### config.mk
export PLATFORM = sky130hd
export DESIGN_NAME = proc_status_reg
export DESIGN_NICKNAME = d
export VERILOG_FILES = /design/src/rtl/psr_pkg.sv /design/src/rtl/psr_tick_gen.sv /design/src/rtl/psr_bus_qual.sv /design/src/rtl/psr_ctrl_bits.sv /design/src/rtl/proc_status_reg.sv
export SDC_FILE = /design/constraint.sdc
export NUM_CORES = 1
export LEC_CHECK = 0
export BUFFER_PORTS_ARGS = -buffer_cell sky130_fd_sc_hd__buf_2
export CAP_MARGIN = 25
export CORE_ASPECT_RATIO = 1.5
export CORE_UTILIZATION = 53
export DETAILED_ROUTE_END_ITERATION = 12
export GPL_TIMING_DRIVEN = 0
export PLACE_DENSITY = 0.82
export SYNTH_ARGS = -nofsm -noshare
export SYNTH_HDL_FRONTEND = slang
export SYNTH_SLANG_ARGS = --single-unit
### constraint.sdc
create_clock -name clk -period 2.78 [get_ports clk]
set_input_delay 0.556 -clock clk [delete_from_list [all_inputs] [get_ports clk]]
set_output_delay 0.556 -clock clk [all_outputs]
set_load 0.02 [all_outputs]
### src/rtl/psr_pkg.sv
package psr_pkg;
  localparam int unsigned REG_W  = 8;
  localparam int unsigned B_IRQ  = 7;
  localparam int unsigned B_WDR  = 6;
  localparam int unsigned B_BUS  = 5;
  localparam int unsigned B_PWR  = 4;
  localparam int unsigned B_SUSP = 3;
  localparam int unsigned B_IE   = 2;
  localparam int unsigned B_RSV  = 1;
  localparam int unsigned B_RUN  = 0;
  localparam logic [REG_W-1:0] PWR_VALUE = 8'h11;

  typedef enum logic [1:0] {
    RK_NONE = 2'd0,
    RK_WDT  = 2'd1,
    RK_PWR  = 2'd2
  } reset_kind_e;
endpackage

### src/rtl/psr_tick_gen.sv
module psr_tick_gen #(
  parameter int unsigned TICK_CYCLES = 6144
) (
  input  logic clk,
  input  logic clr,
  output logic tick_o
);
  localparam int unsigned PRE_W = (TICK_CYCLES > 1) ? $clog2(TICK_CYCLES) : 1;
  localparam logic [PRE_W-1:0] LAST = PRE_W'(TICK_CYCLES - 1);

  logic [PRE_W-1:0] pre_q;

  always_ff @(posedge clk) begin
    if (clr)                pre_q <= '0;
    else if (pre_q == LAST) pre_q <= '0;
    else                    pre_q <= pre_q + 1'b1;
  end

  assign tick_o = (pre_q == LAST);

  generate
    if (TICK_CYCLES > 1) begin : g_spacing
      // ticks never come on consecutive cycles
      a_r4_tick_spacing: assert property (@(posedge clk) disable iff (clr)
        tick_o |=> !tick_o);
    end
  endgenerate
endmodule

### src/rtl/psr_bus_qual.sv
module psr_bus_qual (
  input  logic clk,
  input  logic clr,
  input  logic mode,
  input  logic usb_lvl,
  input  logic ps2_lvl,
  input  logic tick,
  output logic hit_o
);
  logic       evt;
  logic [1:0] cnt_q;

  assign evt = mode ? ps2_lvl : usb_lvl;

  always_ff @(posedge clk) begin
    if (clr || !evt)                  cnt_q <= 2'd0;
    else if (tick && cnt_q != 2'd2)   cnt_q <= cnt_q + 2'd1;
  end

  assign hit_o = evt && tick && (cnt_q == 2'd1);

  // a non-zero count only exists after an active selected event
  a_r4_count_needs_event: assert property (@(posedge clk) disable iff (clr)
    (cnt_q != 2'd0) |-> $past(mode ? ps2_lvl : usb_lvl));
  // an inactive event restarts the count
  a_r4_idle_restarts: assert property (@(posedge clk) disable iff (clr)
    !(mode ? ps2_lvl : usb_lvl) |=> (cnt_q == 2'd0));
endmodule

### src/rtl/psr_ctrl_bits.sv
module psr_ctrl_bits (
  input  logic clk,
  input  logic load_rst,
  input  logic wr_en,
  input  logic wr_susp,
  input  logic wr_run,
  input  logic wake,
  input  logic ei,
  input  logic di,
  input  logic reti,
  input  logic reti_ie,
  input  logic halt,
  output logic susp_o,
  output logic ie_o,
  output logic run_o
);
  always_ff @(posedge clk) begin
    if (load_rst) begin
      susp_o <= 1'b0;
      ie_o   <= 1'b0;
      run_o  <= 1'b1;
    end else begin
      if (wr_en && wr_susp) susp_o <= 1'b1;
      else if (susp_o && wake) susp_o <= 1'b0;

      if (di)        ie_o <= 1'b0;
      else if (ei)   ie_o <= 1'b1;
      else if (reti) ie_o <= reti_ie;

      if (halt)       run_o <= 1'b0;
      else if (wr_en) run_o <= wr_run;
    end
  end

  // wake ends suspend unless a new request arrives
  a_r6_wake_clears: assert property (@(posedge clk) disable iff (load_rst)
    (susp_o && wake && !(wr_en && wr_susp)) |=> !susp_o);
  // a write of 1 always enters suspend, even with wake present
  a_r6_write_enters: assert property (@(posedge clk) disable iff (load_rst)
    (wr_en && wr_susp) |=> susp_o);
  // DI has priority
  a_r7_di_wins: assert property (@(posedge clk) disable iff (load_rst)
    di |=> !ie_o);
  // halt wins over a write
  a_r8_halt_stops: assert property (@(posedge clk) disable iff (load_rst)
    halt |=> !run_o);
endmodule

### src/rtl/proc_status_reg.sv
module proc_status_reg
  import psr_pkg::*;
#(
  parameter int unsigned TICK_CYCLES = 6144
) (
  input  logic             clk,
  input  logic             rst,
  input  logic             lvr_evt,
  input  logic             wdt_evt,
  input  logic             bus_mode,
  input  logic             usb_reset_lvl,
  input  logic             ps2_act_lvl,
  input  logic             irq_pend,
  input  logic             irq_ack,
  input  logic             ei_stb,
  input  logic             di_stb,
  input  logic             reti_stb,
  input  logic             reti_ie,
  input  logic             halt_stb,
  input  logic             wake_req,
  input  logic             wr_en,
  input  logic [REG_W-1:0] wr_data,
  output logic [REG_W-1:0] status_o,
  output logic             suspend_o,
  output logic             run_o
);
  reset_kind_e rkind;
  logic any_rst, tick, bus_hit;
  logic irq_q, wdr_q, bus_q, pwr_q;
  logic susp_b, ie_b, run_b;
  logic unused_wr;

  always_comb begin
    if (rst || lvr_evt) rkind = RK_PWR;
    else if (wdt_evt)   rkind = RK_WDT;
    else                rkind = RK_NONE;
  end
  assign any_rst   = (rkind != RK_NONE);
  assign unused_wr = ^{wr_data[B_IRQ], wr_data[B_IE], wr_data[B_RSV]};

  psr_tick_gen #(.TICK_CYCLES(TICK_CYCLES)) u_tick (
    .clk(clk), .clr(any_rst), .tick_o(tick)
  );

  psr_bus_qual u_qual (
    .clk(clk), .clr(any_rst), .mode(bus_mode), .usb_lvl(usb_reset_lvl),
    .ps2_lvl(ps2_act_lvl), .tick(tick), .hit_o(bus_hit)
  );

  psr_ctrl_bits u_ctrl (
    .clk(clk), .load_rst(any_rst), .wr_en(wr_en), .wr_susp(wr_data[B_SUSP]),
    .wr_run(wr_data[B_RUN]), .wake(wake_req), .ei(ei_stb), .di(di_stb),
    .reti(reti_stb), .reti_ie(reti_ie), .halt(halt_stb),
    .susp_o(susp_b), .ie_o(ie_b), .run_o(run_b)
  );

  always_ff @(posedge clk) begin
    unique case (rkind)
      RK_PWR: begin
        irq_q <= 1'b0;
        wdr_q <= 1'b0;
        bus_q <= 1'b0;
        pwr_q <= 1'b1;
      end
      RK_WDT: begin
        irq_q <= 1'b0;
        wdr_q <= 1'b1;
        bus_q <= 1'b0;
      end
      default: begin
        irq_q <= irq_pend && !irq_ack;
        if (wr_en) begin
          wdr_q <= wdr_q & wr_data[B_WDR];
          pwr_q <= pwr_q & wr_data[B_PWR];
        end
        if (bus_hit)    bus_q <= 1'b1;
        else if (wr_en) bus_q <= bus_q & wr_data[B_BUS];
      end
    endcase
  end

  always_comb begin
    status_o         = '0;
    status_o[B_IRQ]  = irq_q;
    status_o[B_WDR]  = wdr_q;
    status_o[B_BUS]  = bus_q;
    status_o[B_PWR]  = pwr_q;
    status_o[B_SUSP] = susp_b;
    status_o[B_IE]   = ie_b;
    status_o[B_RUN]  = run_b;
  end
  assign suspend_o = susp_b;
  assign run_o     = run_b;

  // power-class reset loads the fixed pattern
  a_r1_pwr_value: assert property (@(posedge clk)
    (rst || lvr_evt) |=> (status_o == PWR_VALUE));
  // watchdog keeps the power flag and sets its own
  a_r2_wdt_flags: assert property (@(posedge clk) disable iff (rst || lvr_evt)
    wdt_evt |=> (status_o[B_WDR] && status_o[B_RUN]
                 && status_o[B_PWR] == $past(status_o[B_PWR])));
  // a write never sets a cause bit
  a_r3_clear_only: assert property (@(posedge clk) disable iff (any_rst)
    (wr_en && !status_o[B_WDR]) |=> !status_o[B_WDR]);
  // qualification wins over a firmware clear
  a_r5_hit_sets: assert property (@(posedge clk) disable iff (any_rst)
    bus_hit |=> status_o[B_BUS]);
  // an acknowledge drops the pending flag
  a_r9_ack_clears: assert property (@(posedge clk) disable iff (rst)
    irq_ack |=> !status_o[B_IRQ]);
endmodule

# Yosys cells after proc, flatten, opt, wreduce, memory -nomap -nowiden
# Cells that the tools add are included.
[classes] add_sub_neg=2 eq_ne=5 mux=15 bitwise_logic=4 reduce_logical=21
[op_table] op="adder 13 x 1 -> 13 bit (second input constant)" count=1
[op_table] op="== test 13 bit (second input constant)" count=1
[op_table] op="2-to-1 mux 1 bit" count=12
[op_table] op="nonzero test 2 bit" count=6
[op_table] op="logical AND 1 bit" count=6
[op_table] op="OR reduction 2 bit" count=3
[op_table] op="== test 2 x 1 -> 1 bit (second input constant)" count=2
[op_table] op="case mux 1 bit (2 select lines)" count=2
[op_table] op="bitwise AND 1 bit" count=3
[op_table] op="nonzero test 3 bit" count=1
[op_table] op="adder 2 x 1 -> 2 bit (second input constant)" count=1
[op_table] op="== test 2 bit (second input constant)" count=1
[op_table] op="zero test 1 bit" count=2
[op_table] op="logical OR 1 bit" count=2
[op_table] op="2-to-1 mux 2 bit" count=1
[op_table] op="inequality test 2 bit (second input constant)" count=1
[op_table] op="AND reduction 2 bit" count=1
[op_table] op="inverter 1 bit" count=1
[word_totals] register_bits=22 inputBits=24 elab_cells=56

# Logic depth before layout (Yosys ltp)
[depth] ltp_word=5 depth_mapped=6 ltp_nobuf=6

# Modules after synthesis
# From an unflattened synthesis, not the netlist that was laid out.
[unflattened] cells_unflattened=115 hier_area_um2=1113.6
[modules_own_cells] module="psr_tick_gen" n_inst=1 cells_each=64 area_each_um2=618.1 seq_area_each_um2=260.2
[modules_own_cells] module="proc_status_reg" n_inst=1 cells_each=26 area_each_um2=237.7 seq_area_each_um2=100.1
[modules_own_cells] module="psr_bus_qual" n_inst=1 cells_each=14 area_each_um2=138.9 seq_area_each_um2=40.0
[modules_own_cells] module="psr_ctrl_bits" n_inst=1 cells_each=11 area_each_um2=118.9 seq_area_each_um2=60.1

# Worst setup path after synthesis
# No wires, ideal clock.
[synth_timing] path_kind="register -> register" startpoint="reg u_tick.pre_q[0]" endpoint="reg u_tick.pre_q[9]" setup_ns=0.115 arrival_ns=1.343 required_ns=2.665 path_slack_ns=1.323 stages_incl_launch_ff=7 n_path_buf=1 period_less_slack_ns=1.457 path_cell_list="dfxtp_1 -> ha_1 -> nand4_4 -> nor4_2 -> nand2b_1 -> buf_6 -> nor2_1"
[synth_between] elab_chain_cells=2 elab_cells_between_ends=3 classes_between="add/sub (1); eq/ne (1); reduce/logical (1)"
[synth_rtl] item="start, declared" line="psr_tick_gen.sv:11" source="logic [PRE_W-1:0] pre_q;"
[synth_rtl] item="start signal, assigned" line="psr_tick_gen.sv:16" source="else pre_q <= pre_q + 1'b1;"
[synth_rtl] item="parallel branches: the longest is 2 deep, another holds adder 13 x 1 -> 13 bit"
# Parallel ways; which one is timed is not known.
# A chain may end at the register's enable or synchronous reset.

# Worst setup path in the final report
[layout_timing] startpoint="reg u_tick.pre_q[0]" endpoint="reg u_tick.pre_q[7]"
# Same word-level chain as after synthesis.

==> flow_summary.toml <==
[clock_network]
post_cts_buffers = 0
cts_root_buf = "clkbuf_4"
ctsResizeCount = 0
cts_tree = "built"
numCtsBuffers = 3
ctsHoldBuffers = 0
clkTransAtPathRegs_ps = 110
numClockSinks = 22
cts.path.max_buffers = 2
htreeDepth = 1
insertion_delay_ps = 300

[placed_design]
place_congestion = 0.7730
pre_cts_slack_ps = 1109
hpwl_mm = 1.584
place_area_um2 = 1271
placement.io_buffers = 29

[critical_path]
crit_path_start_kind = "flip-flop"
cp_slowest_cell = "dfxtp_1"
slowest_delay_ps = 400
cp.depth = 6
crit_buf_inv = 1
endpoint_kind = "flip-flop"
path_class = "flip-flop to flip-flop"
critical_path_peak_fanout = 10
cp_top_family = "simple AND/OR/NAND/NOR gates"
r2r_cells = 6
cp_cell_sequence = "ha_1 -> nand4_4 -> nor4_2 -> nand2b_1 -> buf_6 -> nor2_1"
critPathArrivalTime_ps = 1870
required_ps = 2990

[synth]
synth_cells = 116
yosysUniqueCellTypes = 34
synth_seq_area_share_pct = 41.87
synth_area_leader_cell = "dfxtp_1"
ys.flop_type = "dfxtp_1"
syn-cell-area_um2 = 1100
synth_area_leaders = "dfxtp_1 (36%), xnor2_1 (7.2%), buf_4 (5.5%)"
yosysTopAreaCellShare_pct = 36.41
ys_top_cells_by_count = "dfxtp_1 (20), nor2_1 (16), xnor2_1 (9)"
ys_warn_count = 0
ys_ff_latch = 22
async_flop_share_pct = 0
yosysMostFrequentCell = "dfxtp_1"
syn_area_per_cell_um2 = 9.481
syn-num-nets = 143
synth_edf_count = 2

[sta]
fin_crit_sh_pct = 59.73
finalHoldViolations = 0
finalSetupTns_ps = 0
setup_ws_ps = 1120
rsz0062_at_grt = "false"
drv_slew = 0
hold-worst-slack_ps = 399.5
min_period_ps = 1660
max_freq_ghz = 0.6022
fin_skew_ps = 5.270
setup_violations = 0

[floorplan]
start_util_pct = 57.83
pin_count = 34
rows = 19
die_x_um = 39.20
die_area_um2 = 2265
dieHeight_um = 57.79
core_area_um2 = 1902

[layout]
diodes = 0
drive_gt1_share_pct = 32.89
finalNetCount = 177
syn2layout_area_growth_pct = 17.97
fill_cells = 162
fin_area_um2 = 1297
postLayoutCoreUtil_pct = 68.22

[routing]
wl_mm = 2.004
vias = 869
drcViolationCount = 0
vias_per_cell = 5.112
wl_per_cell_um = 11.79
dr.pass1.iters = 4
initialDrtViolationCount = 20
drtAntennaViolNets = 0

[grt]
grt_first_pass_wirelength_mm = 3.215
grt.overflow.total = 0
antenna_found_initial = 0
grt_pass1_vias = 801
track_usage_pct = 20.53
grt_max_degree = 13

[power_and_ir_drop]
leakagePower_nw = 0.5302
power_density_nw_per_um2 = 396.5
ir_drop_mv = 0.3673

[worst_hold_path]
worstHoldPathType = "input port to flip-flop"
whs_path_depth = 2

[outcome]
status = "complete, no violations"

[job]
max_cap_violations = 0
## layout make-up
type                       count  area [um^2]  area share (%)
timing repair buffer          29        145.1           11.19
multi-input combinational     77        538.0           41.47
buffer                        10        75.07           5.786
clock buffer                   3        22.52           1.736
inverter                       7        26.28           2.025
sequential                    22        460.4           35.49
clock inverter                 1        3.754          0.2893
tap                           21        26.28           2.025
## state kept, by name, indices dropped and copies added (netlist names)
signal	cells
u_tick.pre_q	13
irq_q	1
pwr_q	1
u_qual.cnt_q	2
u_ctrl.susp_o	1
u_ctrl.ie_o	1
bus_q	1
u_ctrl.run_o	1
wdr_q	1
## cells by family after synthesis
family                   Yosys count  share of synthesized area (%)
flip-flops                        22                          41.87
multiplexers                       2                          1.820
buffers and inverters             17                          9.215
XOR/XNOR                          11                          8.761
AO/OA/AOI/OAI                      9                          4.551
other                              1                         0.3410
adder cells (fa/ha/maj)            3                          3.413
AND/OR/NAND/NOR                   51                          30.04
## path summary, 6_finish.rpt
check | from | end | slack [ps]
worst min-delay path | irq_ack | irq_q | 400
worst min register to register | bus_q | bus_q | 490
worst max register to register | u_tick.pre_q[0] | u_tick.pre_q[7] | 1120
worst max-delay path | u_tick.pre_q[0] | u_tick.pre_q[7] | 1120
## layout by cell type, fill, tap and decap left out, types with 4 or more instances in the layout
cell / count
nor2_1: 16
dfxtp_1: 20
buf_4: 8
nor3_1: 4
xnor2_1: 9
nand2_1: 7
buf_2: 29
nand2b_1: 4
o21ai_0: 5
inv_1: 7
## layer usage
layer	global-route usage [%]	up-vias	part of all wire, %
met5	0	-	0
li1	-	445	-
met4	11.82	0	1.7
met1	20.25	395	37
met3	2.299	2	4.9
met2	38.10	27	57
## through the flow
stage | total power, mW | cells
floorplan | 0.3569 | 116
global placement | 0.3779 | 166
detailed placement | 0.3797 | 166
CTS | 0.5186 | 170
global route | 0.5344 | 170
finish | 0.5145 | 170
## power by group
part / internal (mW) / switching (mW)
sequential: 0.324 / 0.00237
combinational: 0.0235 / 0.0226
clock: 0.0524 / 0.0902
total: 0.399 / 0.115
Power figures use the tool's default switching activity.
